[config.mk]
export PLATFORM = sky130hd
export DESIGN_NAME = i2c_flag_unit
export DESIGN_NICKNAME = d
export VERILOG_FILES = /design/src/rtl/i2c_flag_pkg.sv /design/src/rtl/flag_cell.sv /design/src/rtl/flag_bank.sv /design/src/rtl/line_monitor.sv /design/src/rtl/data_port.sv /design/src/rtl/i2c_flag_unit.sv
export SDC_FILE = /design/constraint.sdc
export NUM_CORES = 1
export LEC_CHECK = 0
export BUFFER_PORTS_ARGS = -buffer_cell sky130_fd_sc_hd__buf_2
export CAP_MARGIN = 0
export CORE_MARGIN = 1
export CORE_UTILIZATION = 40
export DETAILED_ROUTE_END_ITERATION = 10
export PLACE_DENSITY = 0.69
export RECOVER_POWER = 25
export SLEW_MARGIN = 20
export SYNTH_ARGS = -nofsm -noshare
export SYNTH_HDL_FRONTEND = slang
export SYNTH_HIERARCHICAL = 1
export SYNTH_SLANG_ARGS = --single-unit
[constraint.sdc]
create_clock -name clk -period 2.4 [get_ports clk]
set_clock_uncertainty 0.05 [all_clocks]
set_input_delay 0.48 -clock clk [delete_from_list [all_inputs] [get_ports clk]]
set_output_delay 0.48 -clock clk [all_outputs]
set_load 0.03 [all_outputs]
[src/rtl/i2c_flag_pkg.sv]
package i2c_flag_pkg;
  localparam int STAT_W = 16;
  localparam int BYTE_W = 8;
  localparam int ADR7_W = 7;
  localparam int CPU_AW = 3;
  localparam int CTRL_W = 3;

  localparam int B_BUSBUSY = 15;
  localparam int B_CTLBUSY = 14;
  localparam int B_STOP    = 11;
  localparam int B_SCL     = 10;
  localparam int B_OVR     = 9;
  localparam int B_GCALL   = 8;
  localparam int B_NACK    = 7;
  localparam int B_ARB     = 6;
  localparam int B_AMATCH  = 5;

  localparam int C_EN   = 0;
  localparam int C_MST  = 1;
  localparam int C_GCEN = 2;

  localparam logic [CPU_AW-1:0] A_STAT = 3'd0;
  localparam logic [CPU_AW-1:0] A_DATA = 3'd1;
  localparam logic [CPU_AW-1:0] A_CTRL = 3'd2;
  localparam logic [CPU_AW-1:0] A_IEN  = 3'd3;
  localparam logic [CPU_AW-1:0] A_SLA  = 3'd4;

  typedef enum logic [1:0] {
    FK_NONE,
    FK_RW,
    FK_HW,
    FK_W1S
  } flag_kind_e;

  function automatic flag_kind_e kind_of(input int idx);
    case (idx)
      B_STOP, B_GCALL, B_AMATCH: kind_of = FK_RW;
      B_NACK, B_ARB:             kind_of = FK_HW;
      B_OVR:                     kind_of = FK_W1S;
      default:                   kind_of = FK_NONE;
    endcase
  endfunction
endpackage

[src/rtl/flag_cell.sv]
module flag_cell
  import i2c_flag_pkg::*;
#(
  parameter flag_kind_e KIND = FK_RW
) (
  input  logic clk,
  input  logic rst_n,
  input  logic hw_set,
  input  logic rd_clr,
  input  logic wr_en,
  input  logic wr_bit,
  output logic q
);
  logic q_nxt;
  logic upd;

  always_comb begin
    q_nxt = q;
    if (KIND == FK_RW) begin
      if (hw_set)     q_nxt = 1'b1;
      else if (wr_en) q_nxt = wr_bit;
    end else if (KIND == FK_HW) begin
      if (hw_set)                q_nxt = 1'b1;
      else if (wr_en && !wr_bit) q_nxt = 1'b0;
    end else if (KIND == FK_W1S) begin
      if (hw_set)               q_nxt = 1'b1;
      else if (rd_clr)          q_nxt = 1'b0;
      else if (wr_en && wr_bit) q_nxt = 1'b1;
    end else begin
      q_nxt = 1'b0;
    end
  end

  assign upd = hw_set | rd_clr | wr_en;

  always_ff @(posedge clk or negedge rst_n) begin
    if (!rst_n)   q <= 1'b0;
    else if (upd) q <= q_nxt;
  end

  generate
    if (KIND == FK_HW) begin : g_hw_chk
      // a hardware-only flag rises only after its strobe
      a_r9_hw_only_set: assert property (@(posedge clk) disable iff (!rst_n)
        $rose(q) |-> $past(hw_set));
    end
    if (KIND == FK_W1S) begin : g_w1s_chk
      // a data read with no receive in the same cycle clears the flag
      a_r7_read_clears: assert property (@(posedge clk) disable iff (!rst_n)
        (rd_clr && !hw_set) |=> !q);
    end
  endgenerate
endmodule

[src/rtl/flag_bank.sv]
module flag_bank
  import i2c_flag_pkg::*;
(
  input  logic              clk,
  input  logic              rst_n,
  input  logic [STAT_W-1:0] hw_set,
  input  logic              rd_clr,
  input  logic              wr_en,
  input  logic [STAT_W-1:0] wr_data,
  output logic [STAT_W-1:0] flags
);
  logic unused_inputs;
  assign unused_inputs = ^{hw_set, wr_data};

  generate
    for (genvar i = 0; i < STAT_W; i++) begin : g_bit
      if (kind_of(i) == FK_NONE) begin : g_none
        assign flags[i] = 1'b0;
      end else begin : g_cell
        flag_cell #(.KIND(kind_of(i))) u_cell (
          .clk    (clk),
          .rst_n  (rst_n),
          .hw_set (hw_set[i]),
          .rd_clr (rd_clr),
          .wr_en  (wr_en),
          .wr_bit (wr_data[i]),
          .q      (flags[i])
        );
      end
    end
  endgenerate
endmodule

[src/rtl/line_monitor.sv]
module line_monitor #(
  parameter int SYNC_N = 2
) (
  input  logic clk,
  input  logic rst_n,
  input  logic en,
  input  logic scl_in,
  input  logic sda_in,
  output logic scl_level,
  output logic start_seen,
  output logic stop_seen,
  output logic bus_busy
);
  logic [SYNC_N-1:0] scl_chain, scl_chain_nxt;
  logic [SYNC_N-1:0] sda_chain, sda_chain_nxt;
  logic scl_prev, sda_prev;
  logic scl_now, sda_now;
  logic busy_q, busy_nxt;

  assign scl_now   = scl_chain[SYNC_N-1];
  assign sda_now   = sda_chain[SYNC_N-1];
  assign scl_level = scl_now;

  always_comb begin
    scl_chain_nxt = {scl_chain[SYNC_N-2:0], scl_in};
    sda_chain_nxt = {sda_chain[SYNC_N-2:0], sda_in};
    start_seen = scl_now & scl_prev & sda_prev & ~sda_now;
    stop_seen  = scl_now & scl_prev & ~sda_prev & sda_now;
    busy_nxt = busy_q;
    if (!en)             busy_nxt = 1'b0;
    else if (stop_seen)  busy_nxt = 1'b0;
    else if (start_seen) busy_nxt = 1'b1;
  end

  always_ff @(posedge clk or negedge rst_n) begin
    if (!rst_n) begin
      scl_chain <= '0;
      sda_chain <= '0;
      scl_prev  <= 1'b0;
      sda_prev  <= 1'b0;
      busy_q    <= 1'b0;
    end else begin
      scl_chain <= scl_chain_nxt;
      sda_chain <= sda_chain_nxt;
      scl_prev  <= scl_now;
      sda_prev  <= sda_now;
      busy_q    <= busy_nxt;
    end
  end

  assign bus_busy = busy_q;

  a_r2_idle_when_off: assert property (@(posedge clk) disable iff (!rst_n)
    !en |=> !bus_busy);
  a_r2_stop_frees: assert property (@(posedge clk) disable iff (!rst_n)
    stop_seen |=> !bus_busy);
  a_r2_start_claims: assert property (@(posedge clk) disable iff (!rst_n)
    (en && start_seen) |=> bus_busy);
endmodule

[src/rtl/data_port.sv]
module data_port
  import i2c_flag_pkg::*;
(
  input  logic              clk,
  input  logic              rst_n,
  input  logic              rx_strobe,
  input  logic [BYTE_W-1:0] rx_data,
  input  logic              rd_strobe,
  input  logic              wr_strobe,
  input  logic [BYTE_W-1:0] wr_data,
  output logic [BYTE_W-1:0] rx_buf,
  output logic [BYTE_W-1:0] tx_buf,
  output logic              overrun_hit
);
  logic rx_full_q, rx_full_nxt;
  logic full_upd;

  always_comb begin
    overrun_hit = rx_strobe & rx_full_q & ~rd_strobe;
    rx_full_nxt = rx_full_q;
    if (rx_strobe)      rx_full_nxt = 1'b1;
    else if (rd_strobe) rx_full_nxt = 1'b0;
  end

  assign full_upd = rx_strobe | rd_strobe;

  always_ff @(posedge clk or negedge rst_n) begin
    if (!rst_n)        rx_full_q <= 1'b0;
    else if (full_upd) rx_full_q <= rx_full_nxt;
  end

  always_ff @(posedge clk or negedge rst_n) begin
    if (!rst_n)         rx_buf <= '0;
    else if (rx_strobe) rx_buf <= rx_data;
  end

  always_ff @(posedge clk or negedge rst_n) begin
    if (!rst_n)         tx_buf <= '0;
    else if (wr_strobe) tx_buf <= wr_data;
  end

  a_r12_tx_hold: assert property (@(posedge clk) disable iff (!rst_n)
    !wr_strobe |=> $stable(tx_buf));
endmodule

[src/rtl/i2c_flag_unit.sv]
module i2c_flag_unit
  import i2c_flag_pkg::*;
#(
  parameter int SYNC_N = 2
) (
  input  logic              clk,
  input  logic              rst_n,
  input  logic              scl_in,
  input  logic              sda_in,
  input  logic              ctl_active,
  input  logic              rx_strobe,
  input  logic [BYTE_W-1:0] rx_data,
  input  logic              nack_strobe,
  input  logic              arb_lost_strobe,
  input  logic              addr_strobe,
  input  logic [ADR7_W-1:0] addr_rx,
  input  logic              cpu_sel,
  input  logic              cpu_wr,
  input  logic [CPU_AW-1:0] cpu_addr,
  input  logic [STAT_W-1:0] cpu_wdata,
  output logic [STAT_W-1:0] cpu_rdata,
  output logic [BYTE_W-1:0] tx_byte,
  output logic [ADR7_W-1:0] tx_addr,
  output logic              master_mode,
  output logic              irq
);
  logic [1:0] rst_pipe;
  logic       rst_int_n;

  always_ff @(posedge clk or negedge rst_n) begin
    if (!rst_n) rst_pipe <= '0;
    else        rst_pipe <= {rst_pipe[0], 1'b1};
  end
  assign rst_int_n = rst_pipe[1];

  logic wr_stat, wr_data, rd_data, wr_ctrl, wr_ien, wr_sla;
  assign wr_stat = cpu_sel &  cpu_wr & (cpu_addr == A_STAT);
  assign wr_data = cpu_sel &  cpu_wr & (cpu_addr == A_DATA);
  assign rd_data = cpu_sel & ~cpu_wr & (cpu_addr == A_DATA);
  assign wr_ctrl = cpu_sel &  cpu_wr & (cpu_addr == A_CTRL);
  assign wr_ien  = cpu_sel &  cpu_wr & (cpu_addr == A_IEN);
  assign wr_sla  = cpu_sel &  cpu_wr & (cpu_addr == A_SLA);

  logic [CTRL_W-1:0] ctrl_q, ctrl_nxt;
  logic [STAT_W-1:0] ien_q;
  logic [ADR7_W-1:0] sla_q;
  logic              ctrl_upd;

  always_comb begin
    ctrl_nxt = ctrl_q;
    if (wr_ctrl)         ctrl_nxt = cpu_wdata[CTRL_W-1:0];
    if (arb_lost_strobe) ctrl_nxt[C_MST] = 1'b0;
  end
  assign ctrl_upd = wr_ctrl | arb_lost_strobe;

  always_ff @(posedge clk or negedge rst_int_n) begin
    if (!rst_int_n)    ctrl_q <= '0;
    else if (ctrl_upd) ctrl_q <= ctrl_nxt;
  end

  always_ff @(posedge clk or negedge rst_int_n) begin
    if (!rst_int_n)  ien_q <= '0;
    else if (wr_ien) ien_q <= cpu_wdata;
  end

  always_ff @(posedge clk or negedge rst_int_n) begin
    if (!rst_int_n)  sla_q <= '0;
    else if (wr_sla) sla_q <= cpu_wdata[ADR7_W-1:0];
  end

  logic scl_level, start_seen, stop_seen, bus_busy;

  line_monitor #(.SYNC_N(SYNC_N)) u_line (
    .clk        (clk),
    .rst_n      (rst_int_n),
    .en         (ctrl_q[C_EN]),
    .scl_in     (scl_in),
    .sda_in     (sda_in),
    .scl_level  (scl_level),
    .start_seen (start_seen),
    .stop_seen  (stop_seen),
    .bus_busy   (bus_busy)
  );

  logic [BYTE_W-1:0] rx_buf, tx_buf;
  logic              overrun_hit;

  data_port u_data (
    .clk         (clk),
    .rst_n       (rst_int_n),
    .rx_strobe   (rx_strobe),
    .rx_data     (rx_data),
    .rd_strobe   (rd_data),
    .wr_strobe   (wr_data),
    .wr_data     (cpu_wdata[BYTE_W-1:0]),
    .rx_buf      (rx_buf),
    .tx_buf      (tx_buf),
    .overrun_hit (overrun_hit)
  );

  logic own_hit, gcall_hit;
  logic [STAT_W-1:0] hw_set, flags;

  assign own_hit   = addr_strobe & (addr_rx == sla_q);
  assign gcall_hit = addr_strobe & ctrl_q[C_GCEN] & (addr_rx == '0);

  always_comb begin
    hw_set           = '0;
    hw_set[B_STOP]   = stop_seen;
    hw_set[B_OVR]    = overrun_hit;
    hw_set[B_GCALL]  = gcall_hit;
    hw_set[B_NACK]   = nack_strobe;
    hw_set[B_ARB]    = arb_lost_strobe;
    hw_set[B_AMATCH] = own_hit;
  end

  flag_bank u_flags (
    .clk     (clk),
    .rst_n   (rst_int_n),
    .hw_set  (hw_set),
    .rd_clr  (rd_data),
    .wr_en   (wr_stat),
    .wr_data (cpu_wdata),
    .flags   (flags)
  );

  logic              ctl_busy;
  logic [STAT_W-1:0] status_word;

  assign ctl_busy = ctrl_q[C_EN] & (ctl_active | (bus_busy & ~ctrl_q[C_MST]));

  always_comb begin
    status_word            = flags;
    status_word[B_BUSBUSY] = bus_busy;
    status_word[B_CTLBUSY] = ctl_busy;
    status_word[B_SCL]     = scl_level;
  end

  always_comb begin
    case (cpu_addr)
      A_STAT:  cpu_rdata = status_word;
      A_DATA:  cpu_rdata = {{(STAT_W-BYTE_W){1'b0}}, rx_buf};
      A_CTRL:  cpu_rdata = {{(STAT_W-CTRL_W){1'b0}}, ctrl_q};
      A_IEN:   cpu_rdata = ien_q;
      A_SLA:   cpu_rdata = {{(STAT_W-ADR7_W){1'b0}}, sla_q};
      default: cpu_rdata = '0;
    endcase
  end

  assign irq         = |(flags & ien_q);
  assign tx_byte     = tx_buf;
  assign tx_addr     = tx_buf[ADR7_W-1:0];
  assign master_mode = ctrl_q[C_MST];

  a_r4_reserved_zero: assert property (@(posedge clk) disable iff (!rst_int_n)
    (status_word[13:12] == 2'b00) && (status_word[4:0] == 5'b00000));
  a_r9_master_drop: assert property (@(posedge clk) disable iff (!rst_int_n)
    arb_lost_strobe |=> !master_mode);
  a_r11_irq_masked: assert property (@(posedge clk) disable iff (!rst_int_n)
    (ien_q == '0) |-> !irq);
endmodule

# == After elaboration in Yosys (flattened, before gate mapping) ==
# Cells that the tools add are included.
# word_totals
ff_bits,58
inputBits,45
out_inout_bits,33
# op_classes
n_eq_ne,6
muxes,21
bitwise_logic,41
n_reduce_logical,25
# ops
cell,n
one-hot mux 16 bit (5 select lines),1
AND 1 bit,20
2-to-1 mux 1 bit,19
AND reduction 2 bit,9
AND 12 x 16 -> 16 bit,1
OR reduction 16 bit,1
bitwise OR 1 bit,15
nonzero test 2 bit,7
equality test 7 bit,1
zero test 7 bit,1
"equality test 3 x 2 -> 1 bit, second input constant",2
inverter 1 bit,5
"equality test 3 x 1 -> 1 bit, second input constant",1
"equality test 3 bit, second input constant",1
logical AND 1 bit,3
zero test 3 bit,1
"!= test 3 x 1 -> 1 bit, second input constant",1
nonzero test 3 bit,1
zero test 1 bit,2
2-to-1 mux 2 bit,1

# == Depth between registers and ports, before layout ==
# depth
depth_word,8
mapped_depth,6

# == By module ==
# The synthesis kept the hierarchy.
# by_module_without_submodules
mod,n_inst,cells_each,area_each_um2,seq_area_each_um2
i2c_flag_unit,1,161,1840.5,700.7
data_port,1,38,708.2,425.4
line_monitor,1,14,227.7,175.2
flag_cell at u_flags.g_bit[11].g_cell.u_cell ...,3,3,40.0,25.0
flag_bank,1,11,78.8,0.0
flag_cell at u_flags.g_bit[6].g_cell.u_cell ...,2,3,38.8,25.0
flag_cell at u_flags.g_bit[9].g_cell.u_cell,1,3,37.5,25.0

# == Worst setup path before layout ==
# OpenSTA, ideal clock, no wires.
# synth_path
path_type,input-to-output
start,in cpu_addr[0]
end,out cpu_rdata[14]
arrival_time_ns,1.591
required_ns,1.870
setup_slack_ns,0.279
cell_stages,5
n_path_buf,2
path_cell_list,buf_6 > buf_2 > nor2_4 > o211ai_1 > a21oi_1
# synth_via
elab_chain_cells,2
# synth_lines
element,line,rtl
start: declaration,i2c_flag_unit.sv:19,"input logic [CPU_AW-1:0] cpu_addr,"
"equality test 3 bit, or another cell as far along",i2c_flag_unit.sv:140,case (cpu_addr)
one-hot mux 16 bit (5 select lines) *,i2c_flag_unit.sv:140,
end: declaration,i2c_flag_unit.sv:21,"output logic [STAT_W-1:0] cpu_rdata,"
# Mark *: on every way between the ends. The rest lies on a longest branch, timed or not.

# == Worst setup path after layout ==
# layout_path
start,in cpu_addr[0]
end,out cpu_rdata[12]
# Same word-level chain as after synthesis.

==> impl_metrics.py <==
metrics = {
    "finish": {
        "multi_input_area_um2": 1420,
        "final_area_um2": 3710,
        "area_growth_pct": 20.2,
        "final_util": 0.503,
        "final_layout_size_suffix_gt1_frac": 0.396,
        "fillers": 683,
        "nets": 366,
        "diodes": 0,
        "regArea_um2": 1450,
        "layout.cells.non_filler": 425,
    },
    "global_route": {
        "grt_first_pass_wirelength_mm": 11.1,
        "grt_max_degree": 37,
        "grt_pass1_vias": 2074,
        "grt_antenna_before_repair": 0,
        "grtUsageTotal": 0.184,
        "grt_remaining_overflow": 0,
    },
    "timing": {
        "fin_tns_setup_ns": 0,
        "hold_viol_final": 0,
        "layout_min_cycle_time_ns": 2.14,
        "tightest_slew_ns": 0.933,
        "max_freq_ghz": 0.466,
        "setup_viol": 0,
        "slew_violations": 0,
        "rsz0062_at_grt": "false",
        "period_share": 0.894,
        "slew_headroom": 0.378,
    },
    "clocking": {
        "htreeDepth": 3,
        "cts_buffers": 9,
        "clock_latency_ns": 0.35,
        "cts-root-buf": "clkbuf_8",
        "cts_sinks": 58,
        "cts_resized": 0,
        "clkTransAtPathRegs_ns": 0.07,
        "cts_setup_buffers": 0,
        "cts.path.max_buffers": 2,
        "cts_tree": "done",
    },
    "drt": {
        "routedWlPerCell_um": 16.3,
        "wl_mm": 6.91,
        "dr.pass1.iters": 4,
        "via_per_inst": 4.97,
        "postRouteAntennaNets": 0,
        "drtIter0Drc": 128,
        "vias": 2114,
        "drc_errors": 0,
    },
    "die": {
        "die_width_um": 89.8,
        "boundaryPins": 78,
        "rows": 31,
        "initial_core_util": 0.419,
        "coreArea_um2": 7370,
        "dieArea_um2": 8070,
        "die_y_um": 89.8,
    },
    "placed_design": {
        "gp_congestion": 0.836,
        "dpl_cell_area_um2": 3500,
        "placed_cells": 408,
        "port-buffer-count": 77,
        "dp_hpwl_mm": 5.30,
    },
    "yosys": {
        "syn_avg_cell_area_um2": 12.8,
        "netlist_instances": 241,
        "synth_area_um2": 3090,
        "ys.warnings.count": 6,
    },
    "flow_run": {
        "max-cap-violations": 0,
    },
    "outcome": {
        "outcome": "finished, final reports clean",
    },
    "critical_path": {
        "crit_fanout": 16,
        "required_ns": 1.87,
        "endpoint_kind": "primary output",
        "path_class": "in -> out",
        "arrival_ns": 1.61,
        "critPathLaunchType": "input pin",
    },
    "power": {
        "pwr-share-comb": 0.233,
        "power.density_nw_per_um2": 815,
        "pwr-share-seq": 0.431,
        "peakVddDrop_uv": 534,
        "swShare": 0.315,
        "power.internal_mw": 2.07,
        "power_mw": 3.02,
        "clock_power_share": 0.336,
        "p_leak_nw": 1.77,
        "power.switching_mw": 0.953,
    },
    "min_path": {
        "hp-class": "in -> reg",
    },
}
-- cell type report --
class | count | area share
timing repair buffer | 89 | 0.132
clock inverter | 7 | 0.0277
multi-input combinational | 162 | 0.382
sequential | 58 | 0.391
tap | 99 | 0.0334
inverter | 1 | 0.00101
clock buffer | 9 | 0.0334
-- layer usage --
| metal | track usage | up-vias | routed length, um |
|---|---|---|---|
| met5 | 0 | - | 0 |
| met4 | 0.0806 | 0 | 127 |
| met3 | 0.0465 | 11 | 313 |
| met2 | 0.279 | 68 | 3080 |
| met1 | 0.249 | 1019 | 3390 |
| li1 | - | 1016 | - |
-- power groups by stage --
stage,sequential [mW],clock (mW),combinational [mW]
final,1.30,1.02,0.705
after global routing,1.33,1.09,0.759
after CTS,1.30,1.04,0.720
after detailed placement,1.32,0,0.716
after global placement,1.32,0,0.703
after floorplan,1.34,0,0.519
-- placed cells by master, fill, tap and decap left out, drive strengths merged, types with 4 or more instances in the layout --
master   instances
buf             86
dfrtp           58
mux2            42
nor2            14
mux2i           11
conb            11
clkbuf          11
a22oi            8
xnor2            7
o21ai            6
nand2b           5
nand3b           5
nor2b            5
a2bb2oi          4
o2bb2ai          4
a22o             4
a221oi           4
-- path summary, 6_finish.rpt --
kind | from | endpoint | slack, ns | depth (start not counted)
max in group asynchronous | rst_pipe[1]$_DFF_PN0_ | u_data/tx_buf[6]$_DFFE_PN0P_ | 1.25 | 1
min in group asynchronous | rst_pipe[1]$_DFF_PN0_ | u_line/scl_chain[1]$_DFF_PN0_ | 0.34 | 0
max | cpu_addr[0] | cpu_rdata[12] | 0.26 | 5
max reg2reg | u_line/scl_chain[1]$_DFF_PN0_ | u_line/bus_busy$_DFFE_PN0P_ | 1.19 | 2
min | sda_in | u_line/sda_chain[0]$_DFF_PN0_ | 0.19 | 1
min reg2reg | u_line/sda_chain[0]$_DFF_PN0_ | u_line/sda_chain[1]$_DFF_PN0_ | 0.30 | 0
-- per-stage QoR --
step           setup slack, ns  hold WS (ns)
2_1_floorplan            0.279         0.134
3_3_place_gp             0.277         0.199
3_5_place_dp             0.263         0.203
4_1_cts                  0.254         0.166
5_1_grt                  0.154         0.168
6_report                 0.255         0.185
-- sequential cells by signal, summed over array words and instances, names as in the netlist --
signal                         flops
u_data/rx_buf                      8
rst_pipe                           2
sla_q                              7
u_flags/g_bit.g_cell.u_cell/q      6
ctrl_q                             3
u_line/sda_prev                    1
u_line/scl_chain                   2
u_data/rx_full_q                   1
u_data/tx_buf                      8
u_line/bus_busy                    1
ien_q                             16
u_line/sda_chain                   2
u_line/scl_prev                    1
-- repair_timing --
action	4_1_cts	5_1_grt
hold buffers	1	0
setup endpoints to repair	0	0
hold endpoints to repair	2	0
-- critical path, cell delays in order --
cell,delay [ns]
buf_2,0.29
and2_1,0.39
a22oi_1,0.15
nor2_1,0.10
buf_2,0.20
Power figures use the tool's default switching activity.
